File: config.mk
export PLATFORM = sky130hd
export DESIGN_NAME = cmul3
export DESIGN_NICKNAME = d
export VERILOG_FILES = /design/src/rtl/cmul3_pkg.sv /design/src/rtl/cmul3_preadd.sv /design/src/rtl/cmul3_mult.sv /design/src/rtl/cmul3_post.sv /design/src/rtl/cmul3.sv
export SDC_FILE = /design/constraint.sdc
export NUM_CORES = 2
export LEC_CHECK = 0
export ABC_AREA = 1
export ABC_CLOCK_PERIOD_IN_PS = 12800
export CORE_AREA = 8 8 301 303
export CTS_BUF_LIST = sky130_fd_sc_hd__clkbuf_8
export CTS_CLUSTER_DIAMETER = 60
export DETAILED_ROUTE_END_ITERATION = 6
export DIE_AREA = 0 0 309 311
export PLACE_DENSITY = 0.71
export SLEW_MARGIN = 0
export SYNTH_ARGS = -nofsm -noshare
export SYNTH_HDL_FRONTEND = slang
export SYNTH_SLANG_ARGS = --single-unit
File: constraint.sdc
create_clock -name clk_i -period 12.8 [get_ports clk_i]
set_clock_uncertainty 0.2 [all_clocks]
set_input_delay 2.56 -clock clk_i [delete_from_list [all_inputs] [get_ports clk_i]]
set_output_delay 2.56 -clock clk_i [all_outputs]
set_load 0.1 [all_outputs]
File: src/rtl/cmul3_pkg.sv
package cmul3_pkg;
  typedef enum logic {
    SCALE_TRUNC = 1'b0,
    SCALE_ROUND = 1'b1
  } scale_mode_e;
endpackage

File: src/rtl/cmul3_preadd.sv
module cmul3_preadd #(
  parameter int W = 16,
  localparam int EW = W + 1
) (
  input  logic                 clk_i,
  input  logic                 rst_ni,
  input  logic                 en_i,
  input  logic signed [W-1:0]  a_i,
  input  logic signed [W-1:0]  b_i,
  input  logic signed [W-1:0]  c_i,
  input  logic signed [W-1:0]  d_i,
  output logic signed [EW-1:0] opl_o [3],
  output logic signed [EW-1:0] opr_o [3]
);
  logic signed [EW-1:0] ae, be, ce, de;
  assign ae = {a_i[W-1], a_i};
  assign be = {b_i[W-1], b_i};
  assign ce = {c_i[W-1], c_i};
  assign de = {d_i[W-1], d_i};

  // lane 0: shared product operands, lanes 1/2: cross terms
  always_ff @(posedge clk_i or negedge rst_ni) begin
    if (!rst_ni) begin
      for (int k = 0; k < 3; k++) begin
        opl_o[k] <= '0;
        opr_o[k] <= '0;
      end
    end else if (en_i) begin
      opl_o[0] <= ae + be;
      opr_o[0] <= ce - de;
      opl_o[1] <= be;
      opr_o[1] <= ce;
      opl_o[2] <= ae;
      opr_o[2] <= de;
    end
  end
endmodule

File: src/rtl/cmul3_mult.sv
module cmul3_mult #(
  parameter int EW = 17,
  localparam int PW = 2 * EW
) (
  input  logic                 clk_i,
  input  logic                 rst_ni,
  input  logic                 en_i,
  input  logic signed [EW-1:0] l_i,
  input  logic signed [EW-1:0] r_i,
  output logic signed [PW-1:0] p_o
);
  always_ff @(posedge clk_i or negedge rst_ni) begin
    if (!rst_ni)   p_o <= '0;
    else if (en_i) p_o <= l_i * r_i;
  end
endmodule

File: src/rtl/cmul3_post.sv
module cmul3_post
  import cmul3_pkg::*;
#(
  parameter int          W    = 16,
  parameter scale_mode_e MODE = SCALE_TRUNC,
  localparam int PW = 2 * (W + 1)
) (
  input  logic                 clk_i,
  input  logic                 rst_ni,
  input  logic                 en_i,
  input  logic signed [PW-1:0] p_i [3],
  output logic        [W-1:0]  re_o,
  output logic        [W-1:0]  im_o
);
  localparam logic signed [PW-1:0] ONE = {{(PW-1){1'b0}}, 1'b1};
  localparam logic signed [PW-1:0] RND = (MODE == SCALE_ROUND) ? (ONE << (W - 2)) : '0;

  logic signed [PW-1:0] re_full, im_full, re_adj, im_adj;

  assign re_full = p_i[0] - p_i[1] + p_i[2];
  assign im_full = p_i[1] + p_i[2];
  assign re_adj  = re_full + RND;
  assign im_adj  = im_full + RND;

  // drop duplicated sign and W-1 low fraction bits; wraps on overflow
  always_ff @(posedge clk_i or negedge rst_ni) begin
    if (!rst_ni) begin
      re_o <= '0;
      im_o <= '0;
    end else if (en_i) begin
      re_o <= re_adj[2*W-2:W-1];
      im_o <= im_adj[2*W-2:W-1];
    end
  end
endmodule

File: src/rtl/cmul3.sv
module cmul3
  import cmul3_pkg::*;
#(
  parameter int          W    = 16,
  parameter scale_mode_e MODE = SCALE_TRUNC
) (
  input  logic         clk_i,
  input  logic         rst_ni,
  input  logic         valid_i,
  input  logic [W-1:0] x_re_i,
  input  logic [W-1:0] x_im_i,
  input  logic [W-1:0] w_re_i,
  input  logic [W-1:0] w_im_i,
  output logic         valid_o,
  output logic [W-1:0] y_re_o,
  output logic [W-1:0] y_im_o
);
  localparam int EW    = W + 1;
  localparam int PW    = 2 * EW;
  localparam int DEPTH = 3;

  logic [DEPTH-1:0]     vld_q;
  logic signed [EW-1:0] opl [3];
  logic signed [EW-1:0] opr [3];
  logic signed [PW-1:0] prod [3];

  always_ff @(posedge clk_i or negedge rst_ni) begin
    if (!rst_ni) vld_q <= '0;
    else         vld_q <= {vld_q[DEPTH-2:0], valid_i};
  end

  cmul3_preadd #(.W(W)) u_pre (
    .clk_i (clk_i),
    .rst_ni(rst_ni),
    .en_i  (valid_i),
    .a_i   ($signed(x_re_i)),
    .b_i   ($signed(x_im_i)),
    .c_i   ($signed(w_re_i)),
    .d_i   ($signed(w_im_i)),
    .opl_o (opl),
    .opr_o (opr)
  );

  for (genvar g = 0; g < 3; g++) begin : g_mul
    cmul3_mult #(.EW(EW)) u_mul (
      .clk_i (clk_i),
      .rst_ni(rst_ni),
      .en_i  (vld_q[0]),
      .l_i   (opl[g]),
      .r_i   (opr[g]),
      .p_o   (prod[g])
    );
  end

  cmul3_post #(.W(W), .MODE(MODE)) u_post (
    .clk_i (clk_i),
    .rst_ni(rst_ni),
    .en_i  (vld_q[1]),
    .p_i   (prod),
    .re_o  (y_re_o),
    .im_o  (y_im_o)
  );

  assign valid_o = vld_q[DEPTH-1];
endmodule

# Word-level counts from Yosys, hierarchy flattened
# Cells that the tools add are included.
[op_classes]
n_addsub = 5
n_mul = 3
[op_table]
columns = ["cell", "count"]
rows = [
  ["31-bit adder", 2],
  ["16-bit by 16-bit multiplier with 31-bit output", 2],
  ["17-bit by 17-bit multiplier with 31-bit output", 1],
  ["31-bit subtractor", 1],
  ["16-bit by 16-bit adder with 17-bit output", 1],
  ["16-bit by 16-bit subtractor with 17-bit output", 1],
]
[word_totals]
regBits = 226
in_bits = 67
word_cells = 20
output_inout_bits = 33

# Longest topological paths before layout
[logic_depth]
ltp_word = 2
depth_mapped = 28
mapped_depth_nobuf = 26

# By module
# A second synthesis with hierarchy kept.
[hier_totals]
hier_cells = 7227
hier_area_um2 = 52167.5
[modules_own_cells]
columns = ["module", "cells_each", "area_each_um2", "instances", "seq_area_each_um2"]
rows = [
  ["cmul3_mult at g_mul[0].u_mul", 1761, 13246.5, 1, 850.8],
  ["cmul3_mult at g_mul[1].u_mul", 1744, 13188.9, 1, 850.8],
  ["cmul3_mult at g_mul[2].u_mul", 1707, 13112.6, 1, 850.8],
  ["cmul3_post", 1210, 6849.1, 1, 800.8],
  ["cmul3_preadd", 802, 5695.5, 1, 2452.4],
  ["cmul3", 3, 75.1, 1, 75.1],
]

# Least setup slack after synthesis
# OpenSTA, ideal clock, no wires.
[synth_path]
path_type = "register to register"
start = "register u_pre.opl_o[15] (netlist name)"
end = "register g_mul[2].u_mul.p_o[26]"
n_path_buf = 2
path_slack_ns = 6.953
synth_period_minus_slack_ns = 5.847
path_stages_with_launch = 23
setup_time_ns = 0.133
t_arrival_ns = 5.515
required_ns = 12.467
cell_sequence = "dfrtp_1 -> buf_2 -> buf_1 -> nand2_1 -> inv_1 -> fa_1 -> inv_1 -> fa_1 -> inv_1 -> fa_1 -> fa_1 -> fa_1 -> inv_1 -> fa_1 -> inv_1 -> ha_1 -> nand2_1 -> nor4_1 -> nand3_1 -> nand3_1 -> nand2_1 -> nand3_1 -> o21ai_0"
[synth_between]
elab_chain_cells = 1
[synth_lines]
columns = ["item", "line_no", "rtl"]
rows = [
  ["16-bit by 16-bit multiplier with 31-bit output", "cmul3_mult.sv:14", "else if (en_i) p_o <= l_i * r_i;"],
  ["end signal, assigned", "cmul3_mult.sv:14", ""],
  ["end, declared", "cmul3_mult.sv:10", "output logic signed [PW-1:0] p_o"],
]
# No other way between the ends.
# A chain may end at the register's enable or synchronous reset.

# Worst setup path in the final report
[layout_path]
start = "register u_pre.opr_o[36] in the netlist's numbering"
end = "register g_mul[0].u_mul.p_o[26]"
[layout_between]
elab_chain_cells = 1
[layout_lines]
columns = ["item", "line_no", "rtl"]
rows = [
  ["start, declared", "cmul3_preadd.sv:13", "output logic signed [EW-1:0] opr_o [3]"],
  ["17-bit by 17-bit multiplier with 31-bit output", "cmul3_mult.sv:14", ""],
  ["end signal, assigned", "cmul3_mult.sv:14", ""],
  ["end, declared", "cmul3_mult.sv:10", ""],
]
# No other way between the ends.

==> results.json <==
{
  "outcome": "finished, final reports clean",
  "final_cell_mix": "inv_1, nand2_1, fa_1",
  "utilization": 0.5712,
  "routabilityCongestion": 1.010,
  "fmax_mhz": 151.4,
  "vias_per_cell": 5.239,
  "wl_per_cell_um": 18.55,
  "worst_ep_arrival_time_ns": 6.88,
  "fin_setup_tns_ns": 0,
  "routed_wirelength_um": 135800,
  "path_buf_inv": 4,
  "grtUsageTotal": 0.2853,
  "synth_edf_count": 0,
  "row_count": 108,
  "rr_endpoint": "g_mul[0].u_mul.p_o[26]",
  "clock-root-buffer": "clkbuf_8",
  "slowest_delay_ns": 0.75,
  "dp.cells": 7250,
  "vias": 38350,
  "drive_gt1_frac": 0.02871,
  "maxCapViolCount": 0,
  "hold_path_class": "reg2reg",
  "area_growth_pct": 5.086,
  "fp.dieH_um": 311,
  "core_area_um2": 85940,
  "setup_slack_ns": 6.197,
  "syn_area_um2": 46710,
  "required_ns": 13.08,
  "crit_path_frequent_cell": "fa_1",
  "grt_max_degree": 100,
  "whs_endpoint": "u_post.im_o[2]",
  "clock_path_buffers": 3,
  "cp_cell_sequence": "nand2_1 -> inv_1 -> fa_1 -> inv_1 -> fa_1 -> inv_1 -> fa_1 -> fa_1 -> fa_1 -> fa_1 -> ha_1 -> nand2_1 -> nor2_1 -> inv_1 -> nor3_2 -> nand3_1 -> nand3_1 -> nand2_1 -> nand3_1 -> o21ai_1",
  "dpl.hpwl_um": 113000,
  "crit_start": "u_pre.opr_o[36]",
  "rsz0062_at_grt": "no",
  "cts_max_level": 2,
  "cp.depth": 20,
  "ys.flop_type": "dfrtp_1",
  "end_kind": "flip-flop",
  "hold_violations": 0,
  "fin_cells": 7321,
  "boundaryPins": 100,
  "final_common_cell": "inv_1",
  "clock_latency_ns": 0.65,
  "maxSlewViolCount": 0,
  "dieArea_um2": 96100,
  "reg2reg_depth": 20,
  "cts_tree": "yes",
  "yosys_warnings": 0,
  "first_iter_violations": 3056,
  "cts_buffers": 43,
  "overflow": 0,
  "crit_path_top_delay_cell": "fa_1",
  "start_kind": "flip-flop",
  "period_share": 0.5159,
  "synth_seq_cells": 226,
  "path_max_fanout": 18,
  "clkSlewWorstSetupHoldPaths_ns": 0.06,
  "ff2ff_setup_slack_ns": 6.20,
  "postSynthAreaPerCell_um2": 7.499,
  "synth_cell_types": 54,
  "worstHoldPathCells": 2,
  "synth-seq-area-share": 0.1211,
  "worstSetupPathType": "reg2reg",
  "grt_pass1_wl_um": 216800,
  "slew_headroom": 0.3029,
  "nFillCells": 8143,
  "grt_pass1_vias": 39640,
  "ys_async_sr_fraction": 1.000,
  "syn-num-nets": 7473,
  "first_pass_iters": 5,
  "path_delay_family": "adder cells",
  "start_util": 0.5435,
  "final_antenna_net_count": 0,
  "portBuffers": 99,
  "tightest_slew_ns": 1.046,
  "finalCriticalPeriod_ns": 6.604,
  "place_ws_ns": 6.321,
  "fp.dieW_um": 309,
  "rr_startpoint": "u_pre.opr_o[36]",
  "nets": 7384,
  "cts_resized": 0,
  "drc_errors": 0,
  "finalSetupViolations": 0,
  "clock-sinks": 226,
  "antenna_found_initial": 1,
  "min-delay-start": "u_post.im_o[2]",
  "cts_hold_buf": 0,
  "synthCells": 6229,
  "post_cts_buffers": 0
}
[flip-flops by register name, summed over array words and instances, names as in the netlist]
| register | flops |
|---|---|
| g_mul.u_mul.p_o | 93 |
| u_post.im_o | 16 |
| u_post.re_o | 16 |
| u_pre.opl_o | 49 |
| u_pre.opr_o | 49 |
| vld_q | 3 |
[through the flow]
stage                     instance area, µm²  hold WS [ns]
after detailed placement               48280        0.2646
after global routing                   49090        0.2946
after CTS                              49090        0.2798
final                                  49090        0.2743
after global placement                 48280        0.2627
after floorplan                        46710        0.1487
[Yosys cell counts, types with 5 or more instances]
| master | number | area, µm² |
|---|---|---|
| o21ai_2 | 7 | 61.31 |
| nor2_2 | 13 | 81.33 |
| clkbuf_1 | 204 | 765.7 |
| a21oi_1 | 174 | 870.8 |
| clkinv_1 | 5 | 18.77 |
| o31ai_1 | 5 | 37.54 |
| nand3_1 | 241 | 1206 |
| a21oi_2 | 11 | 96.34 |
| ha_1 | 361 | 4517 |
| o21bai_1 | 27 | 202.7 |
| nor2_1 | 264 | 991.0 |
| buf_2 | 19 | 95.09 |
| a21o_1 | 15 | 112.6 |
| or2_1 | 14 | 87.58 |
| nor3_2 | 7 | 70.07 |
| xor2_1 | 23 | 201.4 |
| nor3_1 | 28 | 140.1 |
| dfrtp_1 | 226 | 5655 |
| nand3_2 | 8 | 80.08 |
| or2_2 | 8 | 50.05 |
| inv_2 | 20 | 75.07 |
| o21ai_1 | 69 | 345.3 |
| nand2_1 | 1642 | 6163 |
| nand2_2 | 17 | 106.4 |
| inv_1 | 1669 | 6265 |
| nand3b_1 | 16 | 120.1 |
| buf_1 | 17 | 63.81 |
| o22ai_1 | 8 | 50.05 |
| xnor2_1 | 38 | 332.8 |
| nor4_1 | 5 | 31.28 |
| a31oi_1 | 9 | 56.30 |
| fa_1 | 816 | 16340 |
| nand4_1 | 49 | 306.5 |
| o21ai_0 | 162 | 810.8 |
[layout make-up]
cell class | count | area [µm²] | share of cell area
clock buffer | 49 | 674.4 | 0.01374
clock inverter | 21 | 131.4 | 0.002676
inverter | 1694 | 6359 | 0.1295
multi-input combinational | 4069 | 33770 | 0.6880
tap | 1155 | 1445 | 0.02944
sequential | 226 | 5659 | 0.1153
timing repair buffer | 106 | 1044 | 0.02126
antenna | 1 | 2.502 | 0.00005098
[worst max path at each step]
stage	end	slack [ns]
CTS	g_mul[0].u_mul.p_o[26]	6.29
detailed placement	g_mul[0].u_mul.p_o[26]	6.32
floorplan	g_mul[2].u_mul.p_o[26]	6.95
finish	g_mul[0].u_mul.p_o[26]	6.20
global placement	g_mul[0].u_mul.p_o[26]	6.41
global route	g_mul[0].u_mul.p_o[26]	5.85
[kinds of logic (layout without fill, tap and decap cells)]
family / after synthesis / after routing / synth area share
simple gates: 2323 / 2323 / 0.2042
buf+inv: 1934 / 1870 / 0.1559
fa+ha+maj: 1177 / 1177 / 0.4464
compound gates: 508 / 508 / 0.06099
flops: 226 / 226 / 0.1211
xor+xnor: 61 / 61 / 0.01144
other cells: 0 / 1 / 0
[per-layer routing]
layer | share of wire | wire length [µm] | GRT usage
met1 | 0.43 | 58370 | 0.3968
met2 | 0.43 | 58790 | 0.4374
met3 | 0.098 | 13240 | 0.06767
met4 | 0.040 | 5401 | 0.09567
met5 | 0 | 0 | 0
[worst reg2reg max path: cells and delay by family, from the launching register on]
family / cells / cell delay (ns)
fa+ha+maj: 7 / 3.79
buf+inv: 4 / 0.58
flops: 1 / 0.67
simple gates: 8 / 1.15
compound gates: 1 / 0.07
Power is left out: the tool's default activity adds up to more than one toggle a clock period on the data nets, which glitch-free logic cannot reach.
